===== src/rtl/sched_pkg.sv =====
package sched_pkg;
  typedef enum logic [1:0] {
    ST_FREE   = 2'd0,
    ST_WAIT   = 2'd1,
    ST_READY  = 2'd2,
    ST_ISSUED = 2'd3
  } ent_state_e;
endpackage


===== src/rtl/sched_age_pick.sv =====
// One-hot pick of the oldest requester; age_i[j*N+i] = entry j older than entry i.
module sched_age_pick #(
  parameter int N = 8
) (
  input  logic [N-1:0]   req_i,
  input  logic [N*N-1:0] age_i,
  output logic [N-1:0]   gnt_o,
  output logic           any_o
);
  logic [N-1:0] blocked;

  always_comb begin
    for (int i = 0; i < N; i++) begin
      blocked[i] = 1'b0;
      for (int j = 0; j < N; j++)
        blocked[i] = blocked[i] | (req_i[j] & age_i[j*N+i]);
      gnt_o[i] = req_i[i] & ~blocked[i];
    end
  end

  assign any_o = |req_i;
endmodule


===== src/rtl/sched_unit_pool.sv =====
module sched_unit_pool #(
  parameter int NU  = 2,
  parameter int RCW = 3,
  parameter int UW  = 1
) (
  input  logic           clk_i,
  input  logic           rst_ni,
  input  logic           req_i,
  input  logic [RCW-1:0] rc_i,
  output logic           gnt_o,
  output logic [UW-1:0]  unit_o
);
  logic [RCW-1:0] busy_q [NU];
  logic [UW-1:0]  ptr_q;

  always_comb begin
    gnt_o  = 1'b0;
    unit_o = '0;
    for (int k = 0; k < NU; k++) begin
      if (req_i && !gnt_o && busy_q[UW'((int'(ptr_q) + k) % NU)] == '0) begin
        gnt_o  = 1'b1;
        unit_o = UW'((int'(ptr_q) + k) % NU);
      end
    end
  end

  always_ff @(posedge clk_i or negedge rst_ni) begin
    if (!rst_ni) begin
      ptr_q <= '0;
      for (int u = 0; u < NU; u++) busy_q[u] <= '0;
    end else begin
      for (int u = 0; u < NU; u++) begin
        if (gnt_o && unit_o == UW'(u))
          busy_q[u] <= (rc_i == '0) ? '0 : rc_i - 1'b1;
        else if (busy_q[u] != '0)
          busy_q[u] <= busy_q[u] - 1'b1;
      end
      if (gnt_o) ptr_q <= UW'((int'(unit_o) + 1) % NU);
    end
  end
endmodule


===== src/rtl/sched_stats.sv =====
module sched_stats #(
  parameter int N    = 8,
  parameter int NGRP = 2,
  parameter int CNTW = 16,
  parameter int OCCW = 4,
  parameter int NIW  = 2
) (
  input  logic                   clk_i,
  input  logic                   rst_ni,
  input  logic [N-1:0]           held_i,
  input  logic [NIW-1:0]         n_iss_i,
  output logic [OCCW-1:0]        max_occ_o,
  output logic [(NGRP+1)*CNTW-1:0] hist_o
);
  logic [OCCW-1:0] occ;
  assign occ = OCCW'($countones(held_i));

  always_ff @(posedge clk_i or negedge rst_ni) begin
    if (!rst_ni) begin
      max_occ_o <= '0;
      hist_o    <= '0;
    end else begin
      if (occ > max_occ_o) max_occ_o <= occ;
      for (int b = 0; b <= NGRP; b++)
        if (n_iss_i == NIW'(b))
          hist_o[b*CNTW +: CNTW] <= hist_o[b*CNTW +: CNTW] + 1'b1;
    end
  end
endmodule


===== src/rtl/ooo_sched.sv =====
module ooo_sched #(
  parameter int QDEPTH = 8,
  parameter int NGRP   = 2,
  parameter int NU     = 2,
  parameter int NSRC   = 2,
  parameter int TAGW   = 4,
  parameter int LATW   = 4,
  parameter int RCW    = 3,
  parameter int CNTW   = 16,
  localparam int GW    = (NGRP > 1) ? $clog2(NGRP) : 1,
  localparam int UW    = (NU > 1) ? $clog2(NU) : 1,
  localparam int OCCW  = $clog2(QDEPTH + 1),
  localparam int NIW   = $clog2(NGRP + 1)
) (
  input  logic                     clk_i,
  input  logic                     rst_ni,
  input  logic                     disp_valid_i,
  input  logic [GW-1:0]            disp_grp_i,
  input  logic [TAGW-1:0]          disp_dst_i,
  input  logic [NSRC*TAGW-1:0]     disp_src_i,
  input  logic [NSRC-1:0]          disp_src_rdy_i,
  input  logic [LATW-1:0]          disp_lat_i,
  input  logic [RCW-1:0]           disp_rc_i,
  input  logic                     bcast_valid_i,
  input  logic [TAGW-1:0]          bcast_tag_i,
  output logic                     full_o,
  output logic [NGRP-1:0]          iss_valid_o,
  output logic [NGRP*TAGW-1:0]     iss_tag_o,
  output logic [NGRP*UW-1:0]       iss_unit_o,
  output logic                     wb_valid_o,
  output logic [TAGW-1:0]          wb_tag_o,
  output logic [OCCW-1:0]          max_occ_o,
  output logic [(NGRP+1)*CNTW-1:0] hist_o
);
  import sched_pkg::*;

  ent_state_e      state_q [QDEPTH];
  logic [GW-1:0]   grp_q   [QDEPTH];
  logic [TAGW-1:0] dst_q   [QDEPTH];
  logic [TAGW-1:0] src_q   [QDEPTH][NSRC];
  logic [NSRC-1:0] srdy_q  [QDEPTH];
  logic [LATW-1:0] lat_q   [QDEPTH];
  logic [RCW-1:0]  rc_q    [QDEPTH];
  logic [LATW-1:0] cnt_q   [QDEPTH];
  logic [QDEPTH-1:0] older_q [QDEPTH];

  logic [QDEPTH-1:0]        held, alloc_sel, issue_mask, wb_req, wb_sel;
  logic [QDEPTH*QDEPTH-1:0] age_flat;
  logic [NSRC-1:0]          in_match;
  logic [NSRC-1:0]          ent_match [QDEPTH];
  logic                     disp_acc, wb_any;

  always_comb begin
    for (int i = 0; i < QDEPTH; i++) begin
      held[i]   = (state_q[i] != ST_FREE);
      wb_req[i] = (state_q[i] == ST_ISSUED) && (cnt_q[i] == '0);
      for (int j = 0; j < QDEPTH; j++) age_flat[j*QDEPTH+i] = older_q[j][i];
      for (int s = 0; s < NSRC; s++)
        ent_match[i][s] = bcast_valid_i && (src_q[i][s] == bcast_tag_i);
    end
    for (int s = 0; s < NSRC; s++)
      in_match[s] = bcast_valid_i && (disp_src_i[s*TAGW +: TAGW] == bcast_tag_i);
  end

  // lowest free slot takes the incoming instruction
  always_comb begin
    alloc_sel = '0;
    for (int i = QDEPTH - 1; i >= 0; i--)
      if (!held[i]) alloc_sel = QDEPTH'(1) << i;
  end

  assign full_o   = &held;
  assign disp_acc = disp_valid_i && !full_o;

  // per-group oldest-ready pick and unit pool
  logic [QDEPTH-1:0] grp_iss [NGRP];
  for (genvar g = 0; g < NGRP; g++) begin : g_grp
    logic [QDEPTH-1:0] req, sel;
    logic              any, gnt;
    logic [RCW-1:0]    rc_sel;
    logic [TAGW-1:0]   tag_sel;
    logic [UW-1:0]     unit;

    always_comb begin
      rc_sel  = '0;
      tag_sel = '0;
      for (int i = 0; i < QDEPTH; i++) begin
        req[i] = (state_q[i] == ST_READY) && (grp_q[i] == GW'(g));
        if (sel[i]) begin
          rc_sel  = rc_sel | rc_q[i];
          tag_sel = tag_sel | dst_q[i];
        end
      end
    end

    sched_age_pick #(.N(QDEPTH)) u_pick (
      .req_i(req), .age_i(age_flat), .gnt_o(sel), .any_o(any)
    );

    sched_unit_pool #(.NU(NU), .RCW(RCW), .UW(UW)) u_pool (
      .clk_i(clk_i), .rst_ni(rst_ni), .req_i(any), .rc_i(rc_sel),
      .gnt_o(gnt), .unit_o(unit)
    );

    assign grp_iss[g]                  = sel & {QDEPTH{gnt}};
    assign iss_valid_o[g]              = gnt;
    assign iss_tag_o[g*TAGW +: TAGW]   = tag_sel;
    assign iss_unit_o[g*UW +: UW]      = unit;
  end

  always_comb begin
    issue_mask = '0;
    for (int g = 0; g < NGRP; g++) issue_mask = issue_mask | grp_iss[g];
  end

  sched_age_pick #(.N(QDEPTH)) u_wb_pick (
    .req_i(wb_req), .age_i(age_flat), .gnt_o(wb_sel), .any_o(wb_any)
  );

  always_comb begin
    wb_tag_o = '0;
    for (int i = 0; i < QDEPTH; i++) if (wb_sel[i]) wb_tag_o = wb_tag_o | dst_q[i];
  end
  assign wb_valid_o = wb_any;

  always_ff @(posedge clk_i or negedge rst_ni) begin
    if (!rst_ni) begin
      for (int i = 0; i < QDEPTH; i++) begin
        state_q[i] <= ST_FREE;
        grp_q[i]   <= '0;
        dst_q[i]   <= '0;
        srdy_q[i]  <= '0;
        lat_q[i]   <= '0;
        rc_q[i]    <= '0;
        cnt_q[i]   <= '0;
        older_q[i] <= '0;
        for (int s = 0; s < NSRC; s++) src_q[i][s] <= '0;
      end
    end else begin
      for (int i = 0; i < QDEPTH; i++) begin
        if (disp_acc && alloc_sel[i]) begin
          grp_q[i]  <= disp_grp_i;
          dst_q[i]  <= disp_dst_i;
          srdy_q[i] <= disp_src_rdy_i | in_match;
          lat_q[i]  <= disp_lat_i;
          rc_q[i]   <= disp_rc_i;
          cnt_q[i]  <= '0;
          for (int s = 0; s < NSRC; s++) src_q[i][s] <= disp_src_i[s*TAGW +: TAGW];
          state_q[i] <= (&(disp_src_rdy_i | in_match)) ? ST_READY : ST_WAIT;
        end else begin
          unique case (state_q[i])
            ST_WAIT: begin
              srdy_q[i] <= srdy_q[i] | ent_match[i];
              if (&(srdy_q[i] | ent_match[i])) state_q[i] <= ST_READY;
            end
            ST_READY: if (issue_mask[i]) begin
              state_q[i] <= ST_ISSUED;
              cnt_q[i]   <= (lat_q[i] == '0) ? '0 : lat_q[i] - 1'b1;
            end
            ST_ISSUED: begin
              if (wb_sel[i])            state_q[i] <= ST_FREE;
              else if (cnt_q[i] != '0)  cnt_q[i]   <= cnt_q[i] - 1'b1;
            end
            default: ;
          endcase
        end
        // age matrix: row i / column i rewritten when slot i is allocated
        for (int j = 0; j < QDEPTH; j++) begin
          if (disp_acc && alloc_sel[j])      older_q[i][j] <= held[i] && (i != j);
          else if (disp_acc && alloc_sel[i]) older_q[i][j] <= 1'b0;
        end
      end
    end
  end

  sched_stats #(.N(QDEPTH), .NGRP(NGRP), .CNTW(CNTW), .OCCW(OCCW), .NIW(NIW)) u_stats (
    .clk_i(clk_i), .rst_ni(rst_ni), .held_i(held),
    .n_iss_i(NIW'($countones(iss_valid_o))),
    .max_occ_o(max_occ_o), .hist_o(hist_o)
  );
endmodule


===== config.mk =====
export PLATFORM = sky130hd
export DESIGN_NAME = ooo_sched
export DESIGN_NICKNAME = d
export VERILOG_FILES = /design/src/rtl/sched_pkg.sv /design/src/rtl/sched_age_pick.sv /design/src/rtl/sched_unit_pool.sv /design/src/rtl/sched_stats.sv /design/src/rtl/ooo_sched.sv
export SDC_FILE = /design/constraint.sdc
export NUM_CORES = 1
export LEC_CHECK = 0
export BUFFER_PORTS_ARGS = -buffer_cell sky130_fd_sc_hd__buf_2
export CELL_PAD_IN_SITES_DETAIL_PLACEMENT = 1
export CELL_PAD_IN_SITES_GLOBAL_PLACEMENT = 2
export CORE_MARGIN = 3
export CORE_UTILIZATION = 42
export DETAILED_ROUTE_END_ITERATION = 10
export PLACE_DENSITY_LB_ADDON = 0.2
export SLEW_MARGIN = 5
export SYNTH_ARGS = -nofsm -noshare
export SYNTH_HDL_FRONTEND = slang
export SYNTH_HIERARCHICAL = 1
export SYNTH_SLANG_ARGS = --single-unit

===== constraint.sdc =====
create_clock -name clk_i -period 7.67 [get_ports clk_i]
set_input_delay 1.534 -clock clk_i [delete_from_list [all_inputs] [get_ports clk_i]]
set_output_delay 1.534 -clock clk_i [all_outputs]
set_load 0.005 [all_outputs]

=== Word level (Yosys, flattened, before mapping) ===
Index checks and enable logic that the tools add are counted.

* $add $sub $neg: 35
* Multipliers: 0
* Divide/modulo/power cells: 0
* $lt $le $gt $ge: 5
* Eq/ne operators: 84
* Shift operators: 0
* Multiplexer cells: 239
* Bitwise operators: 421
* Reductions and logical operators: 186

{| class="wikitable"
|+ Operator list
! cell !! count
|-
| 2-to-1 mux 4 bit || 64
|-
| AND 1 bit || 192
|-
| bitwise OR 1 bit || 144
|-
| 2-to-1 mux 2 bit || 49
|-
| nonzero test 2 bit || 46
|-
| 2-to-1 mux 3 bit || 30
|-
| bitwise OR 4 bit || 21
|-
| == test 4 bit || 18
|-
| 2-to-1 mux 1 bit || 72
|-
| logical NOT 4 bit || 16
|-
| 2-to-1 mux 8 bit || 8
|-
| one-hot mux 4 bit (2 select lines) || 8
|-
| AND reduction 4 bit || 16
|-
| nonzero test 4 bit || 16
|-
| subtractor 4 x 1 -> 4 bit, second input constant || 16
|-
| logical AND 1 bit || 59
|-
| adder 16 x 1 -> 16 bit, second input constant || 3
|-
| inequality test 3 x 1 -> 1 bit, second input constant || 16
|-
| inequality test 3 bit, second input constant || 16
|-
| one-hot mux 2 bit (3 select lines) || 8
|-
| bitwise OR 3 bit || 14
|-
| NOT 1 bit || 38
|-
| == test 2 bit, second input constant || 17
|-
| nonzero test 3 bit || 10
|-
| 17 further kinds || 73
|}

* Register bits after elaboration: 340
* Latch bits: 0
* Bits in writable memories: 0
* Memory bits (read-only): 0
* Input bits: 30
* Output and inout port bits: 70
* Word-level logic and storage cells: 1106
* Memories kept: 0

=== Depth between registers and ports, before layout ===
Gate-level depths: netlist of run 1.

* Word-level depth: 29
* Depth in mapped cells: 15

=== By module ===
The synthesis of run 1 kept the hierarchy.

{| class="wikitable"
|+ Modules (own cells, without submodules)
! module !! instances !! cells each !! area each (um2)
|-
| ooo_sched || 1 || 1673 || 14350.0
|-
| sched_stats || 1 || 214 || 2531.2
|-
| sched_age_pick || 3 || 67 || 439.2
|-
| sched_unit_pool || 2 || 29 || 299.0
|}

=== Worst setup path after synthesis of run 1 ===
Ideal clock, no wire load.

* Path type: reg2reg
* Start: register state_q[12] (netlist name)
* End: register u_stats.max_occ_o[0]
* Library setup time: 0.125 ns
* Arrival time: 3.572 ns
* Path slack: 3.973 ns
* Cell stages (with the launch flop): 15
* Buffers on the path: 1
* Cell sequence: dfrtp_1 -> buf_2 -> nor2_1 -> inv_1 -> fa_1 -> ha_1 -> fa_1 -> inv_1 -> fa_1 -> inv_1 -> ha_1 -> nand4_1 -> o21ai_0 -> a21oi_1 -> mux2_2

* Word-level cells in the longest chain between the ends: 5

{| class="wikitable"
|+ RTL lines
! what !! RTL line !! text
|-
| from (decl) || ooo_sched.sv:37 || <nowiki>ent_state_e state_q [QDEPTH];</nowiki>
|-
| from (signal, indexed assignment) || ooo_sched.sv:149 || <nowiki>state_q[i] <= (&(disp_src_rdy_i | in_match)) ? ST_READY : ST_WAIT;</nowiki>
|-
| nonzero test 2 bit || ooo_sched.sv:55 || <nowiki>held[i] = (state_q[i] != ST_FREE);</nowiki>
|-
| via held[1] || ooo_sched.sv:47 || <nowiki>logic [QDEPTH-1:0] held, alloc_sel, issue_mask, wb_req, wb_sel;</nowiki>
|-
| adder 1 x 1 -> 2 bit (implied by the code) || sched_stats.sv:16 || <nowiki>assign occ = OCCW'($countones(held_i));</nowiki>
|-
| adder 4 bit (implied by the code) (2 in series) || sched_stats.sv:16 ||
|-
| via u_stats.occ[1] || sched_stats.sv:15 || <nowiki>logic [OCCW-1:0] occ;</nowiki>
|-
| > comparator 4 bit || sched_stats.sv:23 || <nowiki>if (occ > max_occ_o) max_occ_o <= occ;</nowiki>
|-
| to (signal assigned) || sched_stats.sv:20 || <nowiki>max_occ_o <= '0;</nowiki>
|-
| to (signal assigned) || sched_stats.sv:23 ||
|-
| to (decl) || sched_stats.sv:12 || <nowiki>output logic [OCCW-1:0] max_occ_o,</nowiki>
|}

The timed path passes the listed nets, and every way through them passes these cells.
A chain may end at the register's enable or synchronous reset.

=== Worst setup path in the final report of run 1 ===
* Start: register state_q[12] (netlist name)
* End: output wb_tag_o[0]

* Elaborated cells between the ends (all ways): 81

{| class="wikitable"
|+ RTL lines
! what !! RTL line !! text
|-
| == test 2 bit || ooo_sched.sv:56 || <nowiki>wb_req[i] = (state_q[i] == ST_ISSUED) && (cnt_q[i] == '0);</nowiki>
|-
| logical AND 1 bit || ooo_sched.sv:56 ||
|-
| via wb_req[1] || ooo_sched.sv:47 ||
|-
| AND 1 bit || sched_age_pick.sv:16 || <nowiki>blocked[i] = blocked[i] | (req_i[j] & age_i[j*N+i]);</nowiki>
|-
| bitwise OR 1 bit (6 in series) || sched_age_pick.sv:16 ||
|-
| NOT 1 bit || sched_age_pick.sv:17 || <nowiki>gnt_o[i] = req_i[i] & ~blocked[i];</nowiki>
|-
| AND 1 bit || sched_age_pick.sv:17 ||
|-
| via wb_sel[7] || ooo_sched.sv:47 ||
|-
| 2-to-1 mux 4 bit || ooo_sched.sv:122 || <nowiki>for (int i = 0; i < QDEPTH; i++) if (wb_sel[i]) wb_tag_o = wb_tag_o | dst_q[i];</nowiki>
|-
| to (decl) || ooo_sched.sv:31 || <nowiki>output logic [TAGW-1:0] wb_tag_o,</nowiki>
|}

The timed path passes the listed nets, and every way through them passes these cells.

==> flow_metrics.tcl, run 1 <==
set metrics [dict create \
    p_total_uw 9210 \
    drtIter0Drc 1432 \
    design.die.area_mm2 0.0473 \
    yosys.area_share.adder_pct 3.29 \
    cts.repair.resized 0 \
    finClkSkew_ns 0.0158 \
    dr.pass1.iters 6 \
    yosys.cell_types.count 84 \
    avgSynthCellArea_um2 8.76 \
    route.detailed.drc 0 \
    hp-class "register to register" \
    final.min_clock_period_ns 5.08 \
    postCtsSetupRepairBufs 0 \
    wl_um 64400 \
    synth_top_cell_by_area "dfrtp_1" \
    grt_max_degree 124 \
    die_w_um 218 \
    min-delay-start "u_stats/hist_o[15]" \
    fmax_mhz 197 \
    setup_viol 0 \
    n_antenna_cell 0 \
    gp_congestion 0.894 \
    crit_path_start "state_q[12]" \
    syn-cell-area_mm2 0.0188 \
    relSlewSlack_pct 22.0 \
    timing.final.crit_share_pct 66.2 \
    yosysTopAreaCellShare_pct 45.3 \
    io_buffers 99 \
    synth-xor-area-share_pct 5.67 \
    design_area_mm2 0.0211 \
    synth_top_family_by_area "simple AND/OR/NAND/NOR gates" \
    startpoint_type "register" \
    synth_compound_area_share_pct 15.3 \
    status "complete, no violations" \
    vias 16362 \
    wl_per_cell_um 22.9 \
    root_buffer "clkbuf_16" \
    final_antenna_net_count 0 \
    clk_pin_slew_worst_paths_ns 0.06 \
    ir_drop_uv 202 \
    critPathCaptureType "primary output" \
    grt_usage_pct 27.4 \
    area_growth_pct 12.5 \
    synth.area.top_cells "dfrtp_1 45%, nand2_1 12%, a22oi_1 5.7%" \
    grt_pass1_wl_um 101000 \
    slew_viol_final 0 \
    power_per_cell_area_mw_per_mm2 436 \
    synth-main-ff-cell "dfrtp_1" \
    path_class "register to primary output" \
    io-pin-count 100 \
    dpl-instance-area_mm2 0.0197 \
    synth_mux_area_share_pct 0.972 \
    viasPerCell 5.82 \
    crit_arrival_ns 3.54 \
    p_leak_uw 0.0100 \
    synth_edf_count 0 \
    hold_viol_final 0 \
    htreeDepth 2 \
    async_flop_share_pct 100 \
    cts_buffers 41 \
    floorplan.rows 76 \
    ys_seq_area_share_pct 45.3 \
    tns_ns 0 \
    holdBufCountCts 0 \
    drive_gt1_share_pct 12.3 \
    drv_cap 0 \
    initial_core_util_pct 43.1 \
    worstPathMaxFanout 11 \
    grt_pass1_vias 17086 \
    grt_antenna_before_repair 0 \
    ys_seq_elements 340 \
    rsz0062_at_grt "no" \
    dp_hpwl_um 43100 \
    grt-ovfl-total 0 \
    final_nets 2271 \
    yosys.area_share.simple_pct 23.5 \
    syn_inst 2146 \
    worstMarginPinSlew_ns 1.17 \
    yosysWarnings 6 \
    insertion_delay_ns 0.56 \
    required_ns 6.14 \
    cts.path.max_buffers 3 \
    r2r-start "state_q[4]" \
    tritoncts "yes" \
    clock_sinks 340 \
    coreArea_mm2 0.0436 \
    die_y_um 218 \
]
## routing by layer
layer | GRT usage (%) | routed length [µm]
met3 | 3.41 | 3360
met5 | 0 | 0
met2 | 44.8 | 29900
met4 | 9.13 | 2050
met1 | 37.9 | 29100
## path summary, 6_finish.rpt
path / endpoint / slack (ns) / cells past startpoint
min in group asynchronous: cnt_q[16] / 1.01 / 1
min: u_stats/hist_o[15] / 0.47 / 1
max reg2reg: u_stats/max_occ_o[2] / 3.19 / 14
max: wb_tag_o[0] / 2.59 / 10
min reg2reg: u_stats/hist_o[15] / 0.47 / 1
max in group asynchronous: age_flat[29] / 5.50 / 2
## kinds of logic after synthesis
logic type	Yosys count
simple gates	972
compound gates	412
flops	340
buf+inv	237
xor+xnor	120
fa+ha+maj	47
mux	17
other cells	1
## registers in the layout, indices dropped and copies added (netlist names), 6 cells and up
name,count
age_flat,56
cnt_q,32
state_q,16
lat_q,32
dst_q,32
g_grp.u_pool/busy_q,6
rc_q,24
src_q,64
u_stats/hist_o,48
srdy_q,16
grp_q,8
## placed cells by master, fill, tap and decap left out, types with 43 or more instances in the layout
cell type and count:
dfrtp_1 340, a22oi_1 143, nand3_1 46, inv_1 81, xor2_1 68, nor2_1 89
xnor2_1 50, o21ai_0 97, buf_2 98, ha_1 43, nand2_1 605, nor3_1 53
## synth_stat cells (15+ instances only)
| library cell | count |
|---|---|
| a21oi_1 | 37 |
| a22oi_1 | 143 |
| buf_2 | 32 |
| buf_4 | 21 |
| buf_6 | 15 |
| clkbuf_1 | 77 |
| dfrtp_1 | 340 |
| ha_1 | 43 |
| inv_1 | 81 |
| nand2_1 | 605 |
| nand2b_1 | 15 |
| nand3_1 | 49 |
| nand4_1 | 33 |
| nand4b_1 | 24 |
| nor2_1 | 92 |
| nor3_1 | 54 |
| o21ai_0 | 97 |
| xnor2_1 | 50 |
| xor2_1 | 68 |
## layout make-up
class,instances,area [µm²]
timing repair buffer,135,801
sequential,340,8510
inverter,84,315
tap,585,732
clock buffer,59,1230
multi-input combinational,1592,9310
fill,5061,22500
clock inverter,14,244
## worst max-delay path, stage by stage, from the launching register on
cell and delay (ns):
dfrtp_1 0.55, and2_1 0.37, nand2_1 0.15, nor3_1 0.06, buf_4 0.19, a22oi_2 0.16, nand4b_1 0.10, nor2_1 0.79
a22oi_1 0.23, nand4_1 0.22, buf_2 0.15
## stage by stage
stage	util [%]	hold WS (ns)	setup slack (ns)	instances
global route	48.4	0.497	2.49	2809
finish	48.4	0.466	2.59	2809
detailed placement	45.0	0.456	3.28	2736
CTS	48.4	0.472	2.66	2809
floorplan	-	0.447	3.97	2169
global placement	45.0	0.455	3.29	2736
## power by group
group | internal [µW] | total [µW] | leakage (µW) | switching (µW)
Clock | 1320 | 2120 | 0.000710 | 799
Sequential | 2570 | 3410 | 0.00423 | 834
Combinational | 1460 | 3690 | 0.00511 | 2230
(Power assumes the default switching activity.)
==> run 2: changes to the inputs <==
--- a/config.mk
+++ b/config.mk
@@ -5,11 +5,12 @@
 export SDC_FILE = /design/constraint.sdc
 export NUM_CORES = 1
 export LEC_CHECK = 0
+export ABC_AREA = 1
 export BUFFER_PORTS_ARGS = -buffer_cell sky130_fd_sc_hd__buf_2
 export CELL_PAD_IN_SITES_DETAIL_PLACEMENT = 1
 export CELL_PAD_IN_SITES_GLOBAL_PLACEMENT = 2
 export CORE_MARGIN = 3
-export CORE_UTILIZATION = 42
+export CORE_UTILIZATION = 36
 export DETAILED_ROUTE_END_ITERATION = 10
 export PLACE_DENSITY_LB_ADDON = 0.2
 export SLEW_MARGIN = 5
==> constraint.sdc (replaced) <==
create_clock -name clk_i -period 4.7 [get_ports clk_i]
set_input_delay 0.94 -clock clk_i [delete_from_list [all_inputs] [get_ports clk_i]]
set_output_delay 0.94 -clock clk_i [all_outputs]
set_load 0.005 [all_outputs]
==> flow_metrics.tcl, run 2 <==
set metrics [dict create \
    required_ns 3.76 \
    yosysWarnings 6 \
    dp_hpwl_um 55200 \
    path_common_cell "nor2_1" \
    slew_viol_final 0 \
    io_buffers 99 \
    route.met3.wl_um 3760 \
    clk_pin_slew_worst_paths_ns 0.06 \
    drive_gt1_share_pct 9.81 \
    final.min_clock_period_ns 4.48 \
    initial_core_util_pct 36.5 \
    cts_buffers 43 \
    yosysTopAreaCellShare_pct 42.0 \
    synth.area.top_cells "dfrtp_1 42%, nand2_1 18%, inv_1 7.7%" \
    insertion_delay_ns 0.59 \
    cp_num_buf_inv 4 \
    tns_ns 0 \
    crit_chain "inv_1 > ha_1 > inv_1 > nor2_1 > nand2_1 > nor2_1 > buf_4 > nand2_1 > nor2_1 > nand2_1 > nor2_1 > a22o_1 > a21oi_1 > o2111ai_1 > buf_2" \
    wl_met1_um 35000 \
    cp_top_family "simple AND/OR/NAND/NOR gates" \
    htreeDepth 2 \
    floorplan.rows 86 \
    p_leak_uw 0.0120 \
    crit_arrival_ns 3.54 \
    worstPathMaxFanout 10 \
    r2r-start "state_q[14]" \
    multi_input_area_mm2 0.00959 \
    power_per_cell_area_mw_per_mm2 713 \
    gp_congestion 0.907 \
    slowest_delay_ns 0.70 \
    register_area_mm2 0.00851 \
    grt_max_degree 85 \
    ys_top_cells_by_count "989 x nand2_1, 414 x inv_1, 340 x dfrtp_1, 266 x o21ai_0, 205 x nor2_1" \
    final_antenna_net_count 0 \
    coreArea_mm2 0.0554 \
    largest_register_ffs 64 \
    avgSynthCellArea_um2 7.16 \
    io-pin-count 100 \
    synth-main-ff-cell "dfrtp_1" \
    root_buffer "clkbuf_16" \
    syn_inst 2829 \
    grt_usage_pct 25.7 \
    async_flop_share_pct 100 \
    route.met2.wl_um 34700 \
    postCtsSetupRepairBufs 0 \
    worstReg2RegEnd "g_grp[0].u_pool/busy_q[5]" \
    area_growth_pct 14.1 \
    design.die.area_mm2 0.0591 \
    grt-ovfl-total 0 \
    regMostFlops "src_q" \
    cts.path.max_buffers 3 \
    cp_slowest_cell "nor2_1" \
    finClkSkew_ns 0.0349 \
    die_y_um 243 \
    grt_pass1_vias 19584 \
    hold_viol_final 0 \
    mostFrequentLayoutCells "989 x nand2_1, 414 x inv_1, 340 x dfrtp_1" \
    vias 18956 \
    tritoncts "yes" \
    route.detailed.drc 0 \
    drtIter0Drc 1277 \
    final_common_cell "nand2_1" \
    timing.final.crit_share_pct 95.3 \
    clock_sinks 340 \
    wl_um 76100 \
    ys_seq_elements 340 \
    fill_cells 7019 \
    startpoint_type "register" \
    yosys.cell_types.count 54 \
    die_w_um 243 \
    critPathCaptureType "primary output" \
    hp-class "primary input to async pin" \
    synth_top_cell_by_area "dfrtp_1" \
    drv_cap 0 \
    ir_drop_uv 460 \
    dr.pass1.iters 5 \
    wl_per_cell_um 20.4 \
    path_class "register to primary output" \
    status "complete, no violations" \
    reg2reg_depth 17 \
    top_layer_used "met4" \
    ys_seq_area_share_pct 42.0 \
    hold_slack_ns 0.419 \
    rrSetupSlack_ns 1.15 \
    setup_viol 0 \
    grt_antenna_before_repair 1 \
    relSlewSlack_pct 28.0 \
    synth_edf_count 0 \
    syn-cell-area_mm2 0.0202 \
    final_nets 3021 \
    viasPerCell 5.08 \
    worstMarginPinSlew_ns 1.08 \
    yosysMostFrequentCell "nand2_1" \
    grt_pass1_wl_um 117000 \
    fmax_mhz 223 \
    rsz0062_at_grt "no" \
]
run 2: area by class of cell:
type                            instances  share of cell area, %
Clock buffer                           63                   5.73
Sequential cell                       340                   36.8
Clock inverter                         15                  0.883
Inverter                              432                   7.02
Antenna cell                            3                 0.0325
Tap cell                              748                   4.05
Multi-Input combinational cell       1979                   41.5
Timing Repair Buffer                  148                   3.94
run 2: cell families after synthesis:
kind of cell | Yosys count | share of synthesized area (%)
AOI/OAI and AO/OA | 449 | 12.4
xor gates and xnor gates | 72 | 3.11
adders and majority gates | 47 | 3.05
buffers and inverters | 533 | 11.3
DFF | 340 | 42.0
other | 1 | 0.0185
and+or+nand+nor | 1387 | 28.2
run 2: metrics by stage:
step | std cells | worst slack [ns] | total power, µW | cell area [µm²] | util (%)
floorplan | 2852 | 1.62 | 10200 | 20300 | -
global placement | 3647 | 0.879 | 12600 | 21500 | 38.9
detailed placement | 3647 | 0.803 | 12900 | 21500 | 38.9
CTS | 3725 | 0.133 | 16600 | 23100 | 41.6
global route | 3725 | 0.0534 | 17900 | 23100 | 41.7
finish | 3728 | 0.219 | 16500 | 23100 | 41.7
run 2: routing by layer:
| metal | global-route usage [%] | up-vias |
|---|---|---|
| met5 | 0 | - |
| met4 | 8.84 | 0 |
| met3 | 4.00 | 106 |
| met2 | 42.0 | 402 |
| met1 | 34.7 | 9406 |
| li1 | - | 9042 |
run 2: power breakdown:
group / total (µW) / switching (µW) / internal, µW
Combinational: 7680 / 5120 / 2550
Clock: 3570 / 1390 / 2180
Sequential: 5230 / 1090 / 4140
run 2: timing repair:
action	CTS	global route
hold endpoints to repair	0	0
hold buffers	0	0
setup endpoints to repair	0	5
gates resized for setup	0	6
run 2: worst max path at each step:
stage                            from                   end  slack [ns]  cells after the start
final                        cnt_q[8]           wb_tag_o[0]        0.22                     15
after global routing         cnt_q[8]           wb_tag_o[0]        0.05                     15
after CTS                 state_q[14]          iss_tag_o[4]        0.13                     12
after detailed placement  state_q[14]          iss_tag_o[4]        0.80                     12
after global placement    state_q[14]          iss_tag_o[4]        0.88                     12
after floorplan           state_q[14]  u_stats/max_occ_o[2]        1.62                     15
